===== src/rtl/sb_pkg.sv =====
package sb_pkg;
  typedef enum logic [1:0] {
    OPC_SINGLE = 2'd0,
    OPC_SPMA   = 2'd1,
    OPC_DPMUL  = 2'd2,
    OPC_AUX    = 2'd3
  } op_class_e;
endpackage


===== src/rtl/sb_latency_decode.sv =====
module sb_latency_decode #(
  parameter int DLY_SP = 3,
  parameter int DLY_DP = 9,
  parameter int OCC_DP = 4,
  parameter int CNT_W  = 4
) (
  input  logic [1:0]       op_class,
  output logic [CNT_W-1:0] result_wait,
  output logic [CNT_W-1:0] unit_hold,
  output logic             pair_mode
);
  import sb_pkg::*;

  localparam logic [CNT_W-1:0] W_SP  = CNT_W'(DLY_SP);
  localparam logic [CNT_W-1:0] W_DP  = CNT_W'(DLY_DP);
  localparam logic [CNT_W-1:0] H_DP  = CNT_W'(OCC_DP - 1);

  always_comb begin
    result_wait = '0;
    unit_hold   = '0;
    pair_mode   = 1'b0;
    unique case (op_class_e'(op_class))
      OPC_SPMA: begin
        result_wait = W_SP;
      end
      OPC_DPMUL: begin
        result_wait = W_DP;
        unit_hold   = H_DP;
        pair_mode   = 1'b1;
      end
      default: begin
        result_wait = '0;
      end
    endcase
  end
endmodule


===== src/rtl/sb_countdown_bank.sv =====
module sb_countdown_bank #(
  parameter int N       = 32,
  parameter int CNT_W   = 4,
  parameter int MAX_VAL = 9
) (
  input  logic             clk,
  input  logic             rst_n,
  input  logic [N-1:0]     load_mask,
  input  logic [CNT_W-1:0] load_val,
  output logic [N-1:0]     busy
);
  logic [CNT_W-1:0] cnt_q [N];
  logic [CNT_W-1:0] cnt_d [N];
  logic [N-1:0]     cnt_en;

  for (genvar i = 0; i < N; i++) begin : g_slot
    always_comb begin
      cnt_en[i] = load_mask[i] || (cnt_q[i] != '0);
      if (load_mask[i]) begin
        cnt_d[i] = load_val;
      end else if (cnt_q[i] != '0) begin
        cnt_d[i] = cnt_q[i] - 1'b1;
      end else begin
        cnt_d[i] = '0;
      end
    end

    always_ff @(posedge clk or negedge rst_n) begin
      if (!rst_n) begin
        cnt_q[i] <= '0;
      end else if (cnt_en[i]) begin
        cnt_q[i] <= cnt_d[i];
      end
    end

    assign busy[i] = (cnt_q[i] != '0);

    // a slot is only reloaded once it has drained
    assert_slot_free_at_load_R9: assert property (@(posedge clk) disable iff (!rst_n)
      load_mask[i] |-> (cnt_q[i] == '0));

    // a pending slot moves down by exactly one per cycle
    assert_slot_countdown_R4: assert property (@(posedge clk) disable iff (!rst_n)
      ((cnt_q[i] != '0) && !load_mask[i]) |=> (cnt_q[i] == $past(cnt_q[i]) - 1'b1));

    // no count exceeds the longest latency
    assert_slot_bound_R5: assert property (@(posedge clk) disable iff (!rst_n)
      (int'(cnt_q[i]) <= MAX_VAL));
  end
endmodule


===== src/rtl/sb_hazard_check.sv =====
module sb_hazard_check #(
  parameter int NREG   = 32,
  parameter int NUNIT  = 8,
  parameter int REG_W  = 5,
  parameter int UNIT_W = 3
) (
  input  logic              in_valid,
  input  logic              pair_mode,
  input  logic [UNIT_W-1:0] in_unit,
  input  logic [REG_W-1:0]  in_src_a,
  input  logic              in_src_a_en,
  input  logic [REG_W-1:0]  in_src_b,
  input  logic              in_src_b_en,
  input  logic [REG_W-1:0]  in_dst,
  input  logic              in_dst_en,
  input  logic [NREG-1:0]   reg_busy,
  input  logic [NUNIT-1:0]  unit_busy,
  output logic              stall,
  output logic              issue,
  output logic [NREG-1:0]   reg_load,
  output logic [NUNIT-1:0]  unit_load
);
  logic [REG_W-1:0] a_even, a_odd, b_even, b_odd, d_even, d_odd;
  logic a_pend, b_pend, d_pend, u_pend, hazard;

  always_comb begin
    a_even = {in_src_a[REG_W-1:1], 1'b0};
    a_odd  = {in_src_a[REG_W-1:1], 1'b1};
    b_even = {in_src_b[REG_W-1:1], 1'b0};
    b_odd  = {in_src_b[REG_W-1:1], 1'b1};
    d_even = {in_dst[REG_W-1:1], 1'b0};
    d_odd  = {in_dst[REG_W-1:1], 1'b1};

    if (pair_mode) begin
      a_pend = in_src_a_en && (reg_busy[a_even] || reg_busy[a_odd]);
      b_pend = in_src_b_en && (reg_busy[b_even] || reg_busy[b_odd]);
      d_pend = in_dst_en   && (reg_busy[d_even] || reg_busy[d_odd]);
    end else begin
      a_pend = in_src_a_en && reg_busy[in_src_a];
      b_pend = in_src_b_en && reg_busy[in_src_b];
      d_pend = in_dst_en   && reg_busy[in_dst];
    end
    u_pend = unit_busy[in_unit];

    hazard = a_pend || b_pend || d_pend || u_pend;
    stall  = in_valid && hazard;
    issue  = in_valid && !hazard;

    reg_load = '0;
    if (issue && in_dst_en) begin
      if (pair_mode) begin
        reg_load[d_even] = 1'b1;
        reg_load[d_odd]  = 1'b1;
      end else begin
        reg_load[in_dst] = 1'b1;
      end
    end

    unit_load = '0;
    if (issue) begin
      unit_load[in_unit] = 1'b1;
    end
  end
endmodule


===== src/rtl/latency_scoreboard.sv =====
module latency_scoreboard #(
  parameter int NREG   = 32,
  parameter int NUNIT  = 8,
  parameter int DLY_SP = 3,
  parameter int DLY_DP = 9,
  parameter int OCC_DP = 4
) (
  input  logic                     clk,
  input  logic                     rst_n,
  input  logic                     in_valid,
  input  logic [1:0]               in_class,
  input  logic [$clog2(NUNIT)-1:0] in_unit,
  input  logic [$clog2(NREG)-1:0]  in_src_a,
  input  logic                     in_src_a_en,
  input  logic [$clog2(NREG)-1:0]  in_src_b,
  input  logic                     in_src_b_en,
  input  logic [$clog2(NREG)-1:0]  in_dst,
  input  logic                     in_dst_en,
  output logic                     stall,
  output logic                     issue
);
  localparam int REG_W  = $clog2(NREG);
  localparam int UNIT_W = $clog2(NUNIT);
  localparam int MAXLAT = (DLY_DP > DLY_SP) ? DLY_DP : DLY_SP;
  localparam int CNT_W  = $clog2(MAXLAT + 1);

  logic [CNT_W-1:0] result_wait, unit_hold;
  logic             pair_mode;
  logic [NREG-1:0]  reg_busy, reg_load;
  logic [NUNIT-1:0] unit_busy, unit_load;

  sb_latency_decode #(
    .DLY_SP(DLY_SP), .DLY_DP(DLY_DP), .OCC_DP(OCC_DP), .CNT_W(CNT_W)
  ) u_decode (
    .op_class(in_class), .result_wait(result_wait),
    .unit_hold(unit_hold), .pair_mode(pair_mode)
  );

  sb_hazard_check #(
    .NREG(NREG), .NUNIT(NUNIT), .REG_W(REG_W), .UNIT_W(UNIT_W)
  ) u_check (
    .in_valid(in_valid), .pair_mode(pair_mode), .in_unit(in_unit),
    .in_src_a(in_src_a), .in_src_a_en(in_src_a_en),
    .in_src_b(in_src_b), .in_src_b_en(in_src_b_en),
    .in_dst(in_dst), .in_dst_en(in_dst_en),
    .reg_busy(reg_busy), .unit_busy(unit_busy),
    .stall(stall), .issue(issue),
    .reg_load(reg_load), .unit_load(unit_load)
  );

  sb_countdown_bank #(
    .N(NREG), .CNT_W(CNT_W), .MAX_VAL(MAXLAT)
  ) u_reg_bank (
    .clk(clk), .rst_n(rst_n), .load_mask(reg_load),
    .load_val(result_wait), .busy(reg_busy)
  );

  sb_countdown_bank #(
    .N(NUNIT), .CNT_W(CNT_W), .MAX_VAL(MAXLAT)
  ) u_unit_bank (
    .clk(clk), .rst_n(rst_n), .load_mask(unit_load),
    .load_val(unit_hold), .busy(unit_busy)
  );

  // accept and hold back are mutually exclusive
  assert_issue_not_stalled_R2: assert property (@(posedge clk) disable iff (!rst_n)
    issue |-> !stall);

  // nothing happens without a presented instruction
  assert_idle_quiet_R2: assert property (@(posedge clk) disable iff (!rst_n)
    !in_valid |-> (!stall && !issue));

  // a target unit is free whenever an instruction is accepted
  assert_unit_free_at_issue_R6: assert property (@(posedge clk) disable iff (!rst_n)
    issue |-> !unit_busy[in_unit]);

  // a double-precision write leaves both pair halves pending
  assert_pair_both_R8: assert property (@(posedge clk) disable iff (!rst_n)
    (issue && in_dst_en && (in_class == 2'd2) && (DLY_DP != 0)) |=>
      (reg_busy[{$past(in_dst[REG_W-1:1]), 1'b0}] && reg_busy[{$past(in_dst[REG_W-1:1]), 1'b1}]));
endmodule


===== config.mk =====
export PLATFORM = sky130hd
export DESIGN_NAME = latency_scoreboard
export DESIGN_NICKNAME = d
export VERILOG_FILES = /design/src/rtl/sb_pkg.sv /design/src/rtl/sb_latency_decode.sv /design/src/rtl/sb_countdown_bank.sv /design/src/rtl/sb_hazard_check.sv /design/src/rtl/latency_scoreboard.sv
export SDC_FILE = /design/constraint.sdc
export NUM_CORES = 1
export LEC_CHECK = 0
export BUFFER_PORTS_ARGS = -buffer_cell sky130_fd_sc_hd__buf_2
export CORE_UTILIZATION = 40
export DETAILED_ROUTE_END_ITERATION = 8
export PLACE_DENSITY_LB_ADDON = 0.05
export SYNTH_ARGS = -nofsm -noshare
export SYNTH_HDL_FRONTEND = slang
export SYNTH_HIERARCHICAL = 1
export SYNTH_SLANG_ARGS = --single-unit

===== constraint.sdc =====
create_clock -name clk -period 7.2 [get_ports clk]
set_input_delay 0.36 -clock clk [delete_from_list [all_inputs] [get_ports clk]]
set_output_delay 0.36 -clock clk [all_outputs]
set_load 0.05 [all_outputs]

# ---- Yosys cells after proc, flatten, opt, wreduce, memory -nomap -nowiden
# Index checks and enable logic that the tools add are counted.
dict set report op_classes {
  n_addsub 40
  mux 117
  bitwise_logic 1
  reduce_logical 100
  order_cmp 14
  eq_ne 2
}
# op count
set ops {}
lappend ops {{$mux W4} 80}
lappend ops {{$reduce_bool A4 Y1} 40}
lappend ops {{$sub A4 B1 Y4 const B} 40}
lappend ops {{$mux W32} 2}
lappend ops {{$lt A5 B6 Y1 const B} 9}
lappend ops {{$logic_or A1 B1 Y1} 46}
lappend ops {{$or A31 B32 Y32} 1}
lappend ops {{$bmux W1 S4} 6}
lappend ops {{$mux W1} 18}
lappend ops {{$bmux W1 S5} 3}
lappend ops {{$ge A5 B1 Y1 const B} 3}
lappend ops {{$logic_and A1 B1 Y1} 13}
lappend ops {{$demux W1 S4} 2}
lappend ops {{$mux W8} 1}
lappend ops {{$pmux W4 S2} 1}
lappend ops {{$demux W1 S5} 1}
lappend ops {{$lt A3 B4 Y1 const B} 1}
lappend ops {{$bmux W1 S3} 1}
lappend ops {{$demux W1 S3} 1}
lappend ops {{$ge A3 B1 Y1 const B} 1}
lappend ops {{$eq A2 B1 Y1 const B} 1}
lappend ops {{$eq A2 B2 Y1 const B} 1}
lappend ops {{$mux W2} 1}
lappend ops {{$logic_not A1 Y1} 1}
dict set report word_totals {
  output_inout_bits 2
  in_bits 26
  word_cells 314
  reg_bits 160
}

# ---- Logic depth before layout (Yosys ltp)
# Gate-level depths: netlist of run 1.
dict set report depth {
  depth_word 14
  depth_mapped 13
  depth_no_buf 10
}

# ---- Hierarchy
# The synthesis of run 1 kept the hierarchy.
# module area_per_inst_um2 cells_each n_inst
set modules_own_cells {}
lappend modules_own_cells {{sb_countdown_bank at u_reg_bank} 6342.3 702 1}
lappend modules_own_cells {sb_hazard_check 1943.1 220 1}
lappend modules_own_cells {{sb_countdown_bank at u_unit_bank} 1586.5 175 1}
lappend modules_own_cells {sb_latency_decode 85.1 12 1}

# ---- Worst setup path before layout of run 1
# Ideal clock, no wire load.
dict set report synth_path {
  path_type {reg2out}
  from {reg u_reg_bank/cnt_q[0] in the netlist's numbering}
  to {out issue}
  arrival_ns 2.708
  n_path_buf 1
  path_slack_ns 4.132
  path_stages_with_launch 9
  cell_sequence {dfrtp_1 > nor2_1 > nand2_1 > mux4_2 > mux4_2 > mux2i_1 > o32ai_1 > clkbuf_1 > nor2_1}
}
dict set report synth_via {
  elab_chain_len 11
  word_cells_on_any_way 30
  classes_between {mux (15); reduce/logical (15)}
}
# element line_no
set synth_lines {}
lappend synth_lines {{start, declared} sb_countdown_bank.sv:12} ;# logic [CNT_W-1:0] cnt_q [N];
lappend synth_lines {{start signal, assigned by index} sb_countdown_bank.sv:32} ;# cnt_q[i] <= cnt_d[i];
lappend synth_lines {{$reduce_bool A4 Y1 *} sb_countdown_bank.sv:36} ;# assign busy[i] = (cnt_q[i] != '0);
lappend synth_lines {{named net reg_busy[31]} latency_scoreboard.sv:29} ;# logic [NREG-1:0] reg_busy, reg_load;
lappend synth_lines {{$bmux W1 S4, on equally long branches} {sb_hazard_check.sv:35, sb_hazard_check.sv:36}}
lappend synth_lines {{$mux W1, on equally long branches} {sb_hazard_check.sv:35, sb_hazard_check.sv:36}}
lappend synth_lines {{$logic_or A1 B1 Y1, on equally long branches} {sb_hazard_check.sv:35, sb_hazard_check.sv:36}}
lappend synth_lines {{$logic_and A1 B1 Y1, on equally long branches} {sb_hazard_check.sv:35, sb_hazard_check.sv:36}}
lappend synth_lines {{$mux W1} sb_hazard_check.sv:34} ;# if (pair_mode) begin
lappend synth_lines {{$logic_or A1 B1 Y1} sb_hazard_check.sv:45} ;# hazard = a_pend || b_pend || d_pend || u_pend;
lappend synth_lines {{$logic_or A1 B1 Y1 * (2 in series)} sb_hazard_check.sv:45}
lappend synth_lines {{$logic_not A1 Y1 *} sb_hazard_check.sv:47} ;# issue = in_valid && !hazard;
lappend synth_lines {{$logic_and A1 B1 Y1 *} sb_hazard_check.sv:47}
lappend synth_lines {{end, declared} latency_scoreboard.sv:20} ;# output logic issue
# The timed path passes the listed nets; every way through them passes the cells marked *. The select of a mux whose other input is x is not followed.

# ---- Worst setup path after layout of run 1
dict set report layout_path {
  from {reg u_reg_bank/cnt_q[96] in the netlist's numbering}
  to {reg u_unit_bank/cnt_q[21] in the netlist's numbering}
}
dict set report layout_via {
  elab_chain_len 13
  word_cells_on_any_way 33
  classes_between {mux (17); reduce/logical (16)}
}
# element line_no
set layout_lines {}
lappend layout_lines {{$reduce_bool A4 Y1 *} sb_countdown_bank.sv:36}
lappend layout_lines {{named net reg_busy[7]} latency_scoreboard.sv:29}
lappend layout_lines {{$bmux W1 S4, on equally long branches} {sb_hazard_check.sv:35, sb_hazard_check.sv:36}}
lappend layout_lines {{$mux W1, on equally long branches} {sb_hazard_check.sv:35, sb_hazard_check.sv:36}}
lappend layout_lines {{$logic_or A1 B1 Y1, on equally long branches} {sb_hazard_check.sv:35, sb_hazard_check.sv:36}}
lappend layout_lines {{$logic_and A1 B1 Y1, on equally long branches} {sb_hazard_check.sv:35, sb_hazard_check.sv:36}}
lappend layout_lines {{$mux W1} sb_hazard_check.sv:34}
lappend layout_lines {{$logic_or A1 B1 Y1} sb_hazard_check.sv:45}
lappend layout_lines {{$logic_or A1 B1 Y1 * (2 in series)} sb_hazard_check.sv:45}
lappend layout_lines {{$logic_not A1 Y1 *} sb_hazard_check.sv:47}
lappend layout_lines {{$logic_and A1 B1 Y1 *} sb_hazard_check.sv:47}
lappend layout_lines {{$mux W8 *} sb_hazard_check.sv:60} ;# if (issue) begin
lappend layout_lines {{named net unit_load[2]} latency_scoreboard.sv:30} ;# logic [NUNIT-1:0] unit_busy, unit_load;
lappend layout_lines {{$mux W4 / $logic_or A1 B1 Y1 (equally long branches)} {sb_countdown_bank.sv:19, sb_countdown_bank.sv:18}}
lappend layout_lines {{end signal, assigned by index} sb_countdown_bank.sv:32}
lappend layout_lines {{end, declared} sb_countdown_bank.sv:12}
# Marked as above.
# A chain may end at the register's enable or synchronous reset.

==> results of run 1 <==
## flip-flops by register name, indices dropped and copies added, names as in the netlist
register / cells
u_reg_bank/cnt_q: 128
u_unit_bank/cnt_q: 32
## cell type report
class / count / area [µm²] / share of cell area [%]
Clock buffer: 21 / 470 / 4.34
Clock inverter: 11 / 129 / 1.19
Inverter: 13 / 48.8 / 0.450
Multi-Input combinational cell: 874 / 5610 / 51.7
Sequential cell: 160 / 4000 / 36.9
Tap cell: 324 / 405 / 3.74
Timing Repair Buffer: 32 / 179 / 1.65
## layer usage
layer / share of wire (%) / vias up / global-route usage (%) / wire [µm]
met1: 50 / 3962 / 31.9 / 13200
met3: 4.4 / 24 / 3.25 / 1150
met2: 44 / 174 / 32.1 / 11700
met4: 1.2 / 2 / 5.50 / 325
li1: - / 4079 / - / -
met5: 0.064 / - / 0 / 17
## per-stage QoR
step	std cells	hold slack (ns)	cell area, µm²
floorplan	1111	0.0644	9960
detailed placement	1403	0.528	10200
global placement	1403	0.534	10200
finish	1435	0.0436	10800
global route	1435	0.121	10800
CTS	1435	0.0750	10800
## synthesized netlist by cell type, types with 3 or more instances
cell type  number  area [µm²]
dfrtp_1       160        4000
nand2_1       129         484
a21oi_1       126         631
nor2_1        104         390
nor3_1        104         521
o21ai_0        81         405
o31ai_1        62         465
nor2b_1        49         307
o21a_1         42         315
mux4_2         38         856
buf_2          23         115
nor4b_2        23         345
clkbuf_2       21         105
nand2b_1       21         131
a211oi_1       19         143
nor4_1         14        87.6
inv_1          13        48.8
mux2i_1        13         130
nand4_1        10        62.6
buf_4           9        67.6
clkbuf_1        8        30.0
nand3_1         8        40.0
a22oi_1         3        22.5
buf_1           3        11.3
nor4b_1         3        26.3
## kinds of logic after synthesis
family | Yosys count | share of synthesized area, %
flip-flops | 160 | 40.2
multiplexers | 51 | 9.90
buffers and inverters | 77 | 3.79
AND/OR/NAND/NOR | 474 | 24.8
AO/OA/AOI/OAI | 344 | 21.0
adder cells (fa/ha/maj) | 2 | 0.251
other | 1 | 0.0377
## path summary, 6_finish.rpt
kind                                    endpoint
hold reg to reg             u_reg_bank/cnt_q[64]
setup reg to reg           u_unit_bank/cnt_q[21]
setup / recovery           u_unit_bank/cnt_q[21]
hold / removal              u_reg_bank/cnt_q[66]
max in group asynchronous   u_reg_bank/cnt_q[43]
min in group clk           u_unit_bank/cnt_q[24]
## where the power goes
group	switching, W	total [W]	internal (W)
sequential	0.0000924	0.00105	0.000959
combinational	0.000301	0.000483	0.000181
clock	0.000392	0.000933	0.000542
total	0.000785	0.00247	0.00168
==> flow_summary.yaml, run 1 <==
run_status:
  outcome: "finished clean"
sta:
  skew_ns: 0.0133
  setup_slack_ns: 3.04
  finalSetupTns_ns: 0
  report.final.hold_viol_count: 0
  setup_viol: 0
  layout_worst_path_cycle_share_pct: 57.7
  slew_violations: 0
  clock.fmax_mhz: 241
  grt_setup_unrepaired: "false"
  slew_headroom_pct: 21.9
  period_needed_ns: 4.16
  worstMarginPinSlew_ns: 1.16
worst_hold_path:
  hold_class: "input port to async pin"
synth:
  syn_avg_cell_area_um2: 8.98
  async_reset_ff_share_pct: 100
  synth_cell_types: 45
  ys_ff_latch: 160
  ys_dominant_reg_cell: "dfrtp_1"
  mappedNetlistArea_um2: 9960
  synth_edf_count: 0
  yosysSeqAreaShare_pct: 40.2
  yosysWarnings: 6
  syn_inst: 1109
placement:
  dp_worst_setup_slack_ns: 2.92
  finalWeightedCongestion: 0.879
  io_buffers: 27
  dp_hpwl_mm: 17.5
final_layout:
  layout_common_cells: "dfrtp_1, nand2_1, a21oi_1"
  final_common_cell: "dfrtp_1"
  diodes: 0
  syn_to_final_growth_pct: 8.90
  nets: 1126
  final_util_pct: 44.5
  drive_gt1_share_pct: 11.8
  fillers: 2419
die:
  die_w_um: 160
  fp-row-count: 57
  die_h_um: 160
  start_util_pct: 40.8
  core-area_um2: 24400
  pin_count: 28
  dieArea_um2: 25500
cts:
  cts-root-buf: "clkbuf_16"
  cts_tree: "yes"
  post_cts_buffers: 0
  h-tree-depth: 4
  clk_pin_slew_ns: 0.07
  cts-resized-gates: 0
  clkSinkCount: 160
  clk_latency_ns: 0.43
  cts_buffers: 17
  cts_buffer_depth: 2
  ctsHoldBuffers: 0
worst_setup_path:
  path_depth: 11
  cp.buffers_inverters: 1
  rrSetupSlack_ns: 3.04
  cp-end-kind: "flip-flop"
  path_max_fanout: 23
  cpMaxStageDelayCell: "nor4_1"
  path_delay_family: "simple AND/OR/NAND/NOR gates"
  r2r-start: "u_reg_bank/cnt_q[96]"
  required_ns: 7.51
  path_class: "flip-flop to flip-flop"
  cp-startpoint: "u_reg_bank/cnt_q[96]"
  rr_worst_depth: 11
  critPathLaunchType: "flip-flop"
  slowest_delay_ns: 0.96
  cp_data_arrival_time_ns: 4.47
  crit_path_cell_trace: "nor2_1 -> nand2_1 -> mux4_2 -> a22oi_1 -> o22ai_1 -> o41ai_1 -> o32ai_4 -> buf_4 -> nor4_1 -> nor2b_1 -> a21oi_1"
power_and_ir_drop:
  peakVddDrop_mv: 0.141
  finalPower_w: 0.00247
  power_density_nw_per_um2: 228
  p_leak_nw: 4.54
drt:
  dr_total_vias: 8241
  routed_wl_mm: 26.4
  first_iter_violations: 780
  firstDrtPassIters: 5
  viasPerCell: 5.74
  drc: 0
  ant_nets: 0
  wl_per_cell_um: 18.4
grt:
  grt_pass1_vias: 7673
  grt_pass1_wl_mm: 42.9
  antenna_found_initial: 1
  grt_usage_pct: 21.3
  overflow: 0
  grt_max_degree: 96
flow_run:
  cap_violations: 0
Power figures use the tool's default switching activity.
==> run 2: changes to the inputs <==
Clock period 7.2 ns to 3.7 ns, I/O delays scaled along.
==> run 2 against run 1 <==
Net effect:
- clock power is 88% higher
- sequential power grew 94%
- hold slack better by 0.25 ns
- sequential share of layout area fell by 1.2 points
- routed wire length fell by 0.10%
- die area unchanged
- clock skew is 0.0047 ns higher
- via count up 3.0%
- largest power group unchanged
- highest routed layer unchanged
==> flow_summary.yaml, run 2 (same netlist as run 1, synthesis figures left out) <==
final_layout:
  final_common_cell: "dfrtp_1"
  drive_gt1_share_pct: 15.3
  regMostFlops: "u_reg_bank/cnt_q"
  largest_register_ff_count: 128
  biggestRegsByFlops: "u_reg_bank/cnt_q x128, u_unit_bank/cnt_q x32"
  multiInputGateArea_um2: 5610
  seqCellArea_um2: 4000
  layout_common_cells: "dfrtp_1, nand2_1, a21oi_1"
  nets: 1173
  diodes: 0
  design_area_um2: 11200
  fillers: 2358
  syn_to_final_growth_pct: 12.4
power_and_ir_drop:
  p_leak_nw: 4.79
  power_density_nw_per_um2: 425
  peakVddDrop_mv: 0.289
sta:
  period_needed_ns: 3.51
  worstMarginPinSlew_ns: 0.955
  slew_violations: 0
  finalSetupTns_ns: 0
  clock.fmax_mhz: 285
  slew_headroom_pct: 36.3
  holdWs_ns: 0.295
  layout_worst_path_cycle_share_pct: 94.9
  setup_viol: 0
  report.final.hold_viol_count: 0
  skew_ns: 0.0180
  grt_setup_unrepaired: "false"
worst_hold_path:
  hold-path-endpoint: "u_unit_bank/cnt_q[20]"
  hold_start: "in_unit[2]"
  holdPathStages: 5
  hold_class: "input port to flip-flop"
worst_setup_path:
  path_max_fanout: 17
  r2r-start: "u_reg_bank/cnt_q[9]"
  rrSetupSlack_ns: 0.39
  critPathLaunchType: "flip-flop"
  rr_endpoint: "u_unit_bank/cnt_q[17]"
  cp-end-kind: "output port"
  rr_worst_depth: 11
  cp_data_arrival_time_ns: 3.33
  required_ns: 3.51
  path_class: "flip-flop to output port"
cts:
  clk_latency_ns: 0.44
  cts_buffer_depth: 2
  h-tree-depth: 4
  cts-root-buf: "clkbuf_16"
  cts_buffers: 17
  clk_pin_slew_ns: 0.07
  cts_tree: "yes"
  clkSinkCount: 160
  post_cts_buffers: 0
placement:
  dp_hpwl_mm: 18.1
  placed_area_um2: 10600
  io_buffers: 27
  finalWeightedCongestion: 0.852
drt:
  first_iter_violations: 692
  viasPerCell: 5.73
  ant_nets: 0
  firstDrtPassIters: 5
  wl_per_cell_um: 17.8
  routed_wl_mm: 26.4
  dr_total_vias: 8489
  drc: 0
grt:
  grt_pass1_wl_mm: 42.7
  antenna_found_initial: 2
  grt_pass1_vias: 7717
  grt_max_degree: 93
  overflow: 0
  grt_usage_pct: 21.2
run_status:
  outcome: "finished clean"
die:
  pin_count: 28
  start_util_pct: 40.8
  dieArea_um2: 25500
  fp-row-count: 57
  core-area_um2: 24400
  die_h_um: 160
  die_w_um: 160
flow_run:
  cap_violations: 0
==> run 2: how the worst max path moves through the flow <==
stage	from	end	slack, ns	cells after the start
2_1_floorplan	u_reg_bank/cnt_q[0]	u_unit_bank/cnt_q[21]	0.66	10
3_3_place_gp	u_reg_bank/cnt_q[60]	u_reg_bank/cnt_q[121]	0.43	12
3_5_place_dp	u_reg_bank/cnt_q[49]	u_unit_bank/cnt_q[17]	0.38	12
4_1_cts	u_reg_bank/cnt_q[49]	issue	0.14	10
5_1_grt	u_reg_bank/cnt_q[9]	issue	0.04	9
6_report	u_reg_bank/cnt_q[9]	issue	0.19	9
==> run 2: cell type report <==
class | instances | share of cell area [%]
inverters | 13 | 0.436
clock buffers | 22 | 4.24
multi-input cells | 874 | 50.2
flip-flops and latches | 160 | 35.8
clock inverters | 10 | 0.905
well taps | 324 | 3.62
repair buffers | 79 | 4.88
==> run 2: where the power goes <==
| group | internal (W) | switching [W] | leakage [nW] |
|---|---|---|---|
| sequential | 0.00187 | 0.000176 | 2.22 |
| clock | 0.000989 | 0.000757 | 0.279 |
| combinational | 0.000381 | 0.000587 | 2.29 |
| total | 0.00324 | 0.00152 | 4.79 |
==> run 2: routing by layer <==
metal	GRT usage [%]	part of all wire [%]
met4	4.85	1.1
met1	30.7	50
met3	3.95	4.0
met5	0	0.080
met2	33.0	45
==> run 2: what timing repair did <==
item / in CTS / in global routing
resized for setup: 0 / 1
endpoints found under the hold margin: 90 / 0
hold buffers: 1 / 0
endpoints found under the setup margin: 0 / 1
==> run 2: stage by stage <==
step / cells / power, W / setup slack [ns] / utilization [%]
6_report: 1482 / 0.00476 / 0.187 / 45.9
5_1_grt: 1482 / 0.00500 / 0.0398 / 45.9
4_1_cts: 1482 / 0.00480 / 0.138 / 45.9
3_5_place_dp: 1449 / 0.00303 / 0.378 / 43.5
3_3_place_gp: 1449 / 0.00303 / 0.433 / 43.5
2_1_floorplan: 1111 / 0.00272 / 0.656 / -
==> run 2: critical path: stages, from the launching register on <==
cell	delay, ns
dfrtp_1	0.45
nor2_1	0.15
nand2_1	0.18
mux4_2	0.50
mux2i_1	0.22
mux4_2	0.28
or3b_1	0.26
nand4_4	0.34
nor2_1	0.21
buf_2	0.29
